[src/rtl/sic_pkg.sv]
package sic_pkg;
  localparam int OFS_STATUS = 'h00;
  localparam int OFS_RAW    = 'h04;
  localparam int OFS_SET    = 'h08;
  localparam int OFS_CLR    = 'h0C;
  localparam int OFS_PASS   = 'h20;

  typedef struct packed {
    logic setEn;
    logic clrEn;
    logic passWr;
  } sicStrobe_t;
endpackage

[src/rtl/sic_ctrl.sv]
module sic_ctrl #(
  parameter int NUM_SRC = 32,
  parameter int ADDR_W  = 6
) (
  input  logic                   wrEn,
  input  logic [ADDR_W-1:0]      addr,
  input  logic [NUM_SRC-1:0]     statusVec,
  input  logic [NUM_SRC-1:0]     rawVec,
  input  logic [NUM_SRC-1:0]     enMask,
  input  logic [NUM_SRC-1:0]     passMask,
  output sic_pkg::sicStrobe_t    strobe,
  output logic [NUM_SRC-1:0]     rdData
);
  import sic_pkg::*;

  logic hitStatus, hitRaw, hitSet, hitClr, hitPass;

  always_comb begin
    hitStatus = (addr == ADDR_W'(OFS_STATUS));
    hitRaw    = (addr == ADDR_W'(OFS_RAW));
    hitSet    = (addr == ADDR_W'(OFS_SET));
    hitClr    = (addr == ADDR_W'(OFS_CLR));
    hitPass   = (addr == ADDR_W'(OFS_PASS));
  end

  // Write decode: only three offsets carry side effects
  always_comb begin
    strobe.setEn  = wrEn && hitSet;
    strobe.clrEn  = wrEn && hitClr;
    strobe.passWr = wrEn && hitPass;
  end

  // Read mux: the clear offset and unmapped offsets return zero
  always_comb begin
    rdData = '0;
    if (hitStatus) rdData = statusVec;
    if (hitRaw)    rdData = rawVec;
    if (hitSet)    rdData = enMask;
    if (hitPass)   rdData = passMask;
  end
endmodule

[src/rtl/sic_datapath.sv]
module sic_datapath #(
  parameter int NUM_SRC = 32,
  parameter int PASS_LO = 21
) (
  input  logic                 clk,
  input  logic                 rstN,
  input  logic [NUM_SRC-1:0]   srcIn,
  input  sic_pkg::sicStrobe_t  strobe,
  input  logic [NUM_SRC-1:0]   wrData,
  output logic [NUM_SRC-1:0]   statusVec,
  output logic [NUM_SRC-1:0]   rawVec,
  output logic [NUM_SRC-1:0]   enMask,
  output logic [NUM_SRC-1:0]   passMask,
  output logic                 cascadeOut,
  output logic [NUM_SRC-1:0]   directOut
);
  logic [NUM_SRC-1:0] srcQ;

  always_ff @(posedge clk or negedge rstN) begin
    if (!rstN) srcQ <= '0;
    else       srcQ <= srcIn;
  end

  always_ff @(posedge clk or negedge rstN) begin
    if (!rstN)              enMask <= '0;
    else if (strobe.setEn)  enMask <= enMask | wrData;
    else if (strobe.clrEn)  enMask <= enMask & ~wrData;
  end

  // Direct-route bits exist only for the upper sources
  for (genvar i = 0; i < NUM_SRC; i++) begin : g_pass
    if (i < PASS_LO) begin : g_none
      assign passMask[i] = 1'b0;
    end else begin : g_bit
      logic passQ;
      always_ff @(posedge clk or negedge rstN) begin
        if (!rstN)              passQ <= 1'b0;
        else if (strobe.passWr) passQ <= wrData[i];
      end
      assign passMask[i] = passQ;
    end
  end

  always_comb begin
    rawVec     = srcQ;
    statusVec  = srcQ & enMask;
    cascadeOut = |(srcQ & enMask & ~passMask);
    directOut  = srcQ & passMask;
  end
endmodule

[src/rtl/sec_irq_router.sv]
module sec_irq_router #(
  parameter int NUM_SRC = 32,
  parameter int PASS_LO = 21,
  parameter int ADDR_W  = 6
) (
  input  logic               clk,
  input  logic               rstN,
  input  logic [NUM_SRC-1:0] srcIn,
  input  logic               wrEn,
  input  logic [ADDR_W-1:0]  addr,
  input  logic [NUM_SRC-1:0] wrData,
  output logic [NUM_SRC-1:0] rdData,
  output logic               cascadeOut,
  output logic [NUM_SRC-1:0] directOut
);
  sic_pkg::sicStrobe_t strobe;
  logic [NUM_SRC-1:0]  statusVec, rawVec, enMask, passMask;

  sic_ctrl #(.NUM_SRC(NUM_SRC), .ADDR_W(ADDR_W)) u_ctrl (
    .wrEn(wrEn), .addr(addr), .statusVec(statusVec), .rawVec(rawVec),
    .enMask(enMask), .passMask(passMask), .strobe(strobe), .rdData(rdData)
  );

  sic_datapath #(.NUM_SRC(NUM_SRC), .PASS_LO(PASS_LO)) u_dp (
    .clk(clk), .rstN(rstN), .srcIn(srcIn), .strobe(strobe), .wrData(wrData),
    .statusVec(statusVec), .rawVec(rawVec), .enMask(enMask),
    .passMask(passMask), .cascadeOut(cascadeOut), .directOut(directOut)
  );
endmodule

[config.mk]
export PLATFORM = sky130hd
export DESIGN_NAME = sec_irq_router
export DESIGN_NICKNAME = d
export VERILOG_FILES = /design/src/rtl/sic_pkg.sv /design/src/rtl/sic_ctrl.sv /design/src/rtl/sic_datapath.sv /design/src/rtl/sec_irq_router.sv
export SDC_FILE = /design/constraint.sdc
export NUM_CORES = 1
export LEC_CHECK = 0
export CELL_PAD_IN_SITES_DETAIL_PLACEMENT = 1
export CELL_PAD_IN_SITES_GLOBAL_PLACEMENT = 2
export CORE_ASPECT_RATIO = 0.9
export CORE_UTILIZATION = 23
export CTS_BUF_LIST = sky130_fd_sc_hd__clkbuf_16
export DETAILED_ROUTE_END_ITERATION = 12
export HOLD_SLACK_MARGIN = 0.03
export PLACE_DENSITY_LB_ADDON = 0.1
export SLEW_MARGIN = 20
export SYNTH_ARGS = -nofsm -noshare
export SYNTH_HDL_FRONTEND = slang
export SYNTH_SLANG_ARGS = --single-unit
[constraint.sdc]
create_clock -name clk -period 1.37 [get_ports clk]
set_clock_uncertainty 0.2 [all_clocks]
set_input_delay 0.2055 -clock clk [delete_from_list [all_inputs] [get_ports clk]]
set_output_delay 0.2055 -clock clk [all_outputs]
set_load 0.02 [all_outputs]
Word-level counts from Yosys, hierarchy flattened

Cells that the tools add are included.
Widths: inputs -> output; s select.

Register bits: 75
Input port bits: 73
Output and inout bits: 65

Equal/unequal tests: 4
Mux-type cells: 6
Bitwise gates (word level): 7
Reduce and logical (&&, ||, !) cells: 6

Operators by type and width:

| kind               | number |
|---|---|
| $mux 32            | 6 |
| $and 32x32->32     | 4 |
| $not 32->32        | 2 |
| $or 32x32->32      | 1 |
| $reduce_or 32->1   | 1 |
| $eq 6x4->1 const B | 2 |
| $eq 6x3->1 const B | 1 |
| $eq 6x6->1 const B | 1 |
| $logic_not 6->1    | 1 |
| $logic_and 1x1->1  | 3 |
| $reduce_bool 2->1  | 1 |

Longest topological paths before layout

Depth in word-level cells: 5
Gate-level depth with buffers: 6

Hierarchy

From an unflattened synthesis, not the netlist that was laid out.

Cells, all modules: 440
Area, all modules: 4439.3 µm²

Modules (own cells, without submodules):

| module       | instances | cells each | area each (µm²) |
|---|---|---|---|
| sic_datapath | 1         | 282        | 3231.8 |
| sic_ctrl     | 1         | 158        | 1207.4 |

Worst setup path before layout

Ideal clock, no wire load.

Path kind: input port to output port
From: input port addr[5]
To: output port rdData[22]
Arrival: 1.295 ns
Required time: 0.965 ns
Path slack: -0.330 ns
Stages: 4
Cells stage by stage: nor4_2 > nand2_1 > clkbuf_1 > o21ai_0

Longest elaborated chain between the ends: 5
Elaborated cells on any way between the ends: 8

RTL lines:

| element            | RTL line             | RTL |
|---|---|---|
| start: declaration | sec_irq_router.sv:10 | `input logic [ADDR_W-1:0] addr,` |
| $logic_not 6->1    | sic_ctrl.sv:19       | `hitStatus = (addr == ADDR_W'(OFS_STATUS));` |
| $mux 32            | sic_ctrl.sv:36       | `if (hitStatus) rdData = statusVec;` |
| $mux 32            | sic_ctrl.sv:37       | `if (hitRaw) rdData = rawVec;` |
| $mux 32            | sic_ctrl.sv:38       | `if (hitSet) rdData = enMask;` |
| $mux 32 *          | sic_ctrl.sv:39       | `if (hitPass) rdData = passMask;` |
| end: declaration   | sec_irq_router.sv:12 | `output logic [NUM_SRC-1:0] rdData,` |

Mark *: on every way between the ends. The rest lies on a longest branch, timed or not.

Worst setup path after layout

From: register u_dp.srcQ[19], in the netlist u_dp.rawVec[19]
To: output port cascadeOut

Longest elaborated chain between the ends: 3

RTL lines:

| element                     | RTL line             | RTL |
|---|---|---|
| start: declaration          | sic_datapath.sv:17   | `logic [NUM_SRC-1:0] srcQ;` |
| start signal: assignment    | sic_datapath.sv:21   | `else srcQ <= srcIn;` |
| $and 32x32->32 (2 in a row) | sic_datapath.sv:47   | `cascadeOut = \|(srcQ & enMask & ~passMask);` |
| $reduce_or 32->1            | sic_datapath.sv:47   |  |
| end: declaration            | sec_irq_router.sv:13 | `output logic cascadeOut,` |

No other way between the ends.

==> flow_summary.json <==
{
  "drtPass1Iterations": 4,
  "finalNonFillerCells": 733,
  "die_h_um": 120,
  "yosysMostFrequentCell": "dfrtp_1",
  "yosys.area.top_type": "dfrtp_1",
  "cts_sinks": 75,
  "port_buffers": 116,
  "die_w_um": 133,
  "fin_crit_ns": 2.12,
  "placed_cells": 709,
  "synth_cells": 350,
  "setup_viol": 65,
  "cp-end-kind": "output port",
  "core_um2": 14900,
  "drt.antenna.violating_nets": 0,
  "r2r_slack_ns": 0.16,
  "grt.met1_usage_pct": 22.5,
  "synth-seq-area-share_pct": 53.0,
  "synth_top_family_by_area": "simple AND/OR/NAND/NOR gates",
  "clk_latency_ns": 0.34,
  "fin_ws_ns": -0.753,
  "syn_to_final_growth_pct": 88.3,
  "clock.fmax_ghz": 0.471,
  "grt-busiest-layer": "met2",
  "hp-class": "in2reg",
  "antenna_found_initial": 0,
  "cts_root_buf": "clkbuf_16",
  "power_density_nw_per_um2": 952,
  "drt_iter0_drc": 120,
  "crit_path_start_kind": "register",
  "outcome": "finished, violations left",
  "synthArstFlopShare_pct": 100,
  "synth_mux_area_share_pct": 12.5,
  "cts_made_buffers": 9,
  "rsz0062_at_grt": "true",
  "synth_area_per_cell_um2": 10.1,
  "fin_total_pwr_uw": 6350,
  "rows": 42,
  "synth_seq_cells": 75,
  "finalSetupTns_ns": -13.03,
  "grt_util_met2_pct": 26.0,
  "wl_per_cell_um": 16.8,
  "yosysWarnings": 0,
  "hpwl_um": 8160,
  "ff2ff_path_depth": 3,
  "gp_congestion": 0.756,
  "placed_area_um2": 5730,
  "yosysUniqueCellTypes": 27,
  "violations": "negative setup slack",
  "crit_type": "reg2out",
  "vias": 3173,
  "clockBufferDepth": 2,
  "clk_pin_slew_worst_paths_ns": 0.06,
  "viasPerCell": 4.33,
  "min_delay_worst_endpoint": "u_dp.rawVec[2]",
  "maxCapViolCount": 0,
  "gr-usage-met3_pct": 5.15,
  "grt_pass1_wl_um": 19900,
  "drc": 0,
  "grt_usage_pct": 16.7,
  "h-tree-depth": 3,
  "synth_edf_count": 0,
  "ys_top_cells_by_area": "dfrtp_1, mux2i_1, o22ai_1",
  "preCtsSetupSlack_ns": -1.17,
  "overflow": 0,
  "hold_violations": 0,
  "drv_slew": 0,
  "worst-path-max-fanout": 2,
  "vdd_drop_max_uv": 726,
  "cp.required_ns": 0.96,
  "fin_nets": 603,
  "synth-simple-area-share_pct": 12.7,
  "synth_xor_area_share_pct": 0,
  "min_from": "srcIn[2]",
  "synth_area_um2": 3540,
  "worstHoldPathCells": 1,
  "synth_top_cell_area_share_pct": 53.0,
  "start_util_pct": 23.8,
  "fin_area_um2": 6670,
  "ios": 138,
  "r2r_end": "u_dp.g_pass[31].g_bit.passQ",
  "cp_data_arrival_time_ns": 1.72,
  "grt_start_max_net_pins": 76,
  "r2r_start": "u_dp.g_pass[31].g_bit.passQ",
  "cts_tree": "built",
  "synth_compound_area_share_pct": 10.6,
  "power.leakage_uw": 0.00320,
  "synth_common_cells": "dfrtp_1, nand2_1, o22ai_1, inv_1, mux2i_1",
  "grt_pass1_vias": 3514,
  "synth-main-ff-cell": "dfrtp_1",
  "timing.final.crit_share_pct": 155,
  "wl_um": 12300,
  "layout-drive-gt1-share_pct": 49.0,
  "num_antenna_cells": 0,
  "synthAdderAreaFrac_pct": 0,
  "die-area_um2": 15900
}
==> stage by stage <==
| step | hold WS (ns) | util, % |
|---|---|---|
| 4_1_cts | 0.0793 | 43.9 |
| 2_1_floorplan | -0.290 | - |
| 3_5_place_dp | 0.0690 | 38.5 |
| 3_3_place_gp | 0.0683 | 38.5 |
| 5_1_grt | 0.0829 | 44.9 |
| 6_report | 0.0989 | 44.9 |
==> routing by layer <==
layer  wire length [µm]  vias to the layer above
met1               5640                     1574
li1                   -                     1498
met2               5900                       89
met3                660                       12
met5                  0                        -
met4                133                        0
==> layout by cell type, fill, tap and decap left out, types with 2 or more instances in the layout <==
cell type         n
a221oi_2          2
a22o_1            2
a22oi_1           4
and2_4           11
and3_4            2
buf_12           14
buf_2             3
buf_4            38
buf_6            65
clkbuf_16        10
clkdlybuf4s50_1  64
clkinv_1          3
clkinv_2          3
conb_1           21
dfrtp_1          75
inv_1            32
mux2_2           10
mux2i_1          32
nand2_1          23
nand2_2          22
nand2_4          12
nor2_4           21
o21ai_4          11
o22ai_1           8
o22ai_2          15
o22ai_4          14
==> logic make-up (layout without fill, tap and decap cells) <==
group,count (synthesis),count (layout)
mux,43,43
simple gates,99,99
buf+inv,73,238
flops,75,75
other cells,1,21
compound gates,59,59
==> cell type report <==
class	instances	area (µm²)
clock buffers	9	225
fillers	1574	8200
repair buffers	190	2050
clock inverters	7	35.0
well taps	198	248
inverters	32	120
multi-input cells	222	2110
flip-flops and latches	75	1880
==> where the power goes <==
group	total, µW	internal [µW]	switching (µW)	leakage, µW
Sequential	2590	2430	156	0.000831
Clock	2140	1200	942	0.000131
Combinational	1620	885	736	0.00224
==> critical path: stages (launching register included) <==
cell and delay, ns:
dfrtp_1 0.37, a22o_1 0.25, a221oi_2 0.28, and3_4 0.25, nand3_2 0.07, buf_6 0.14
==> how the worst max path moves through the flow <==
stage	startpoint	endpoint	slack [ns]	depth (start not counted)
floorplan	u_dp.rawVec[19]	cascadeOut	-0.11	4
global placement	addr[5]	rdData[30]	-1.16	6
detailed placement	addr[5]	rdData[26]	-1.17	6
CTS	u_dp.rawVec[20]	cascadeOut	-0.76	6
global route	register	cascadeOut	-0.80	6
finish	u_dp.rawVec[19]	cascadeOut	-0.75	5
==> repair_timing <==
action / in CTS / in global routing
hold buffers: 1 / 0
pin swaps: 13 / 17
endpoints found under the setup margin: 87 / 67
endpoints found under the hold margin: 75 / 0
resized for setup: 346 / 45
cloned: 4 / 1
buffers inserted: 8 / 9
Power figures use the tool's default switching activity.
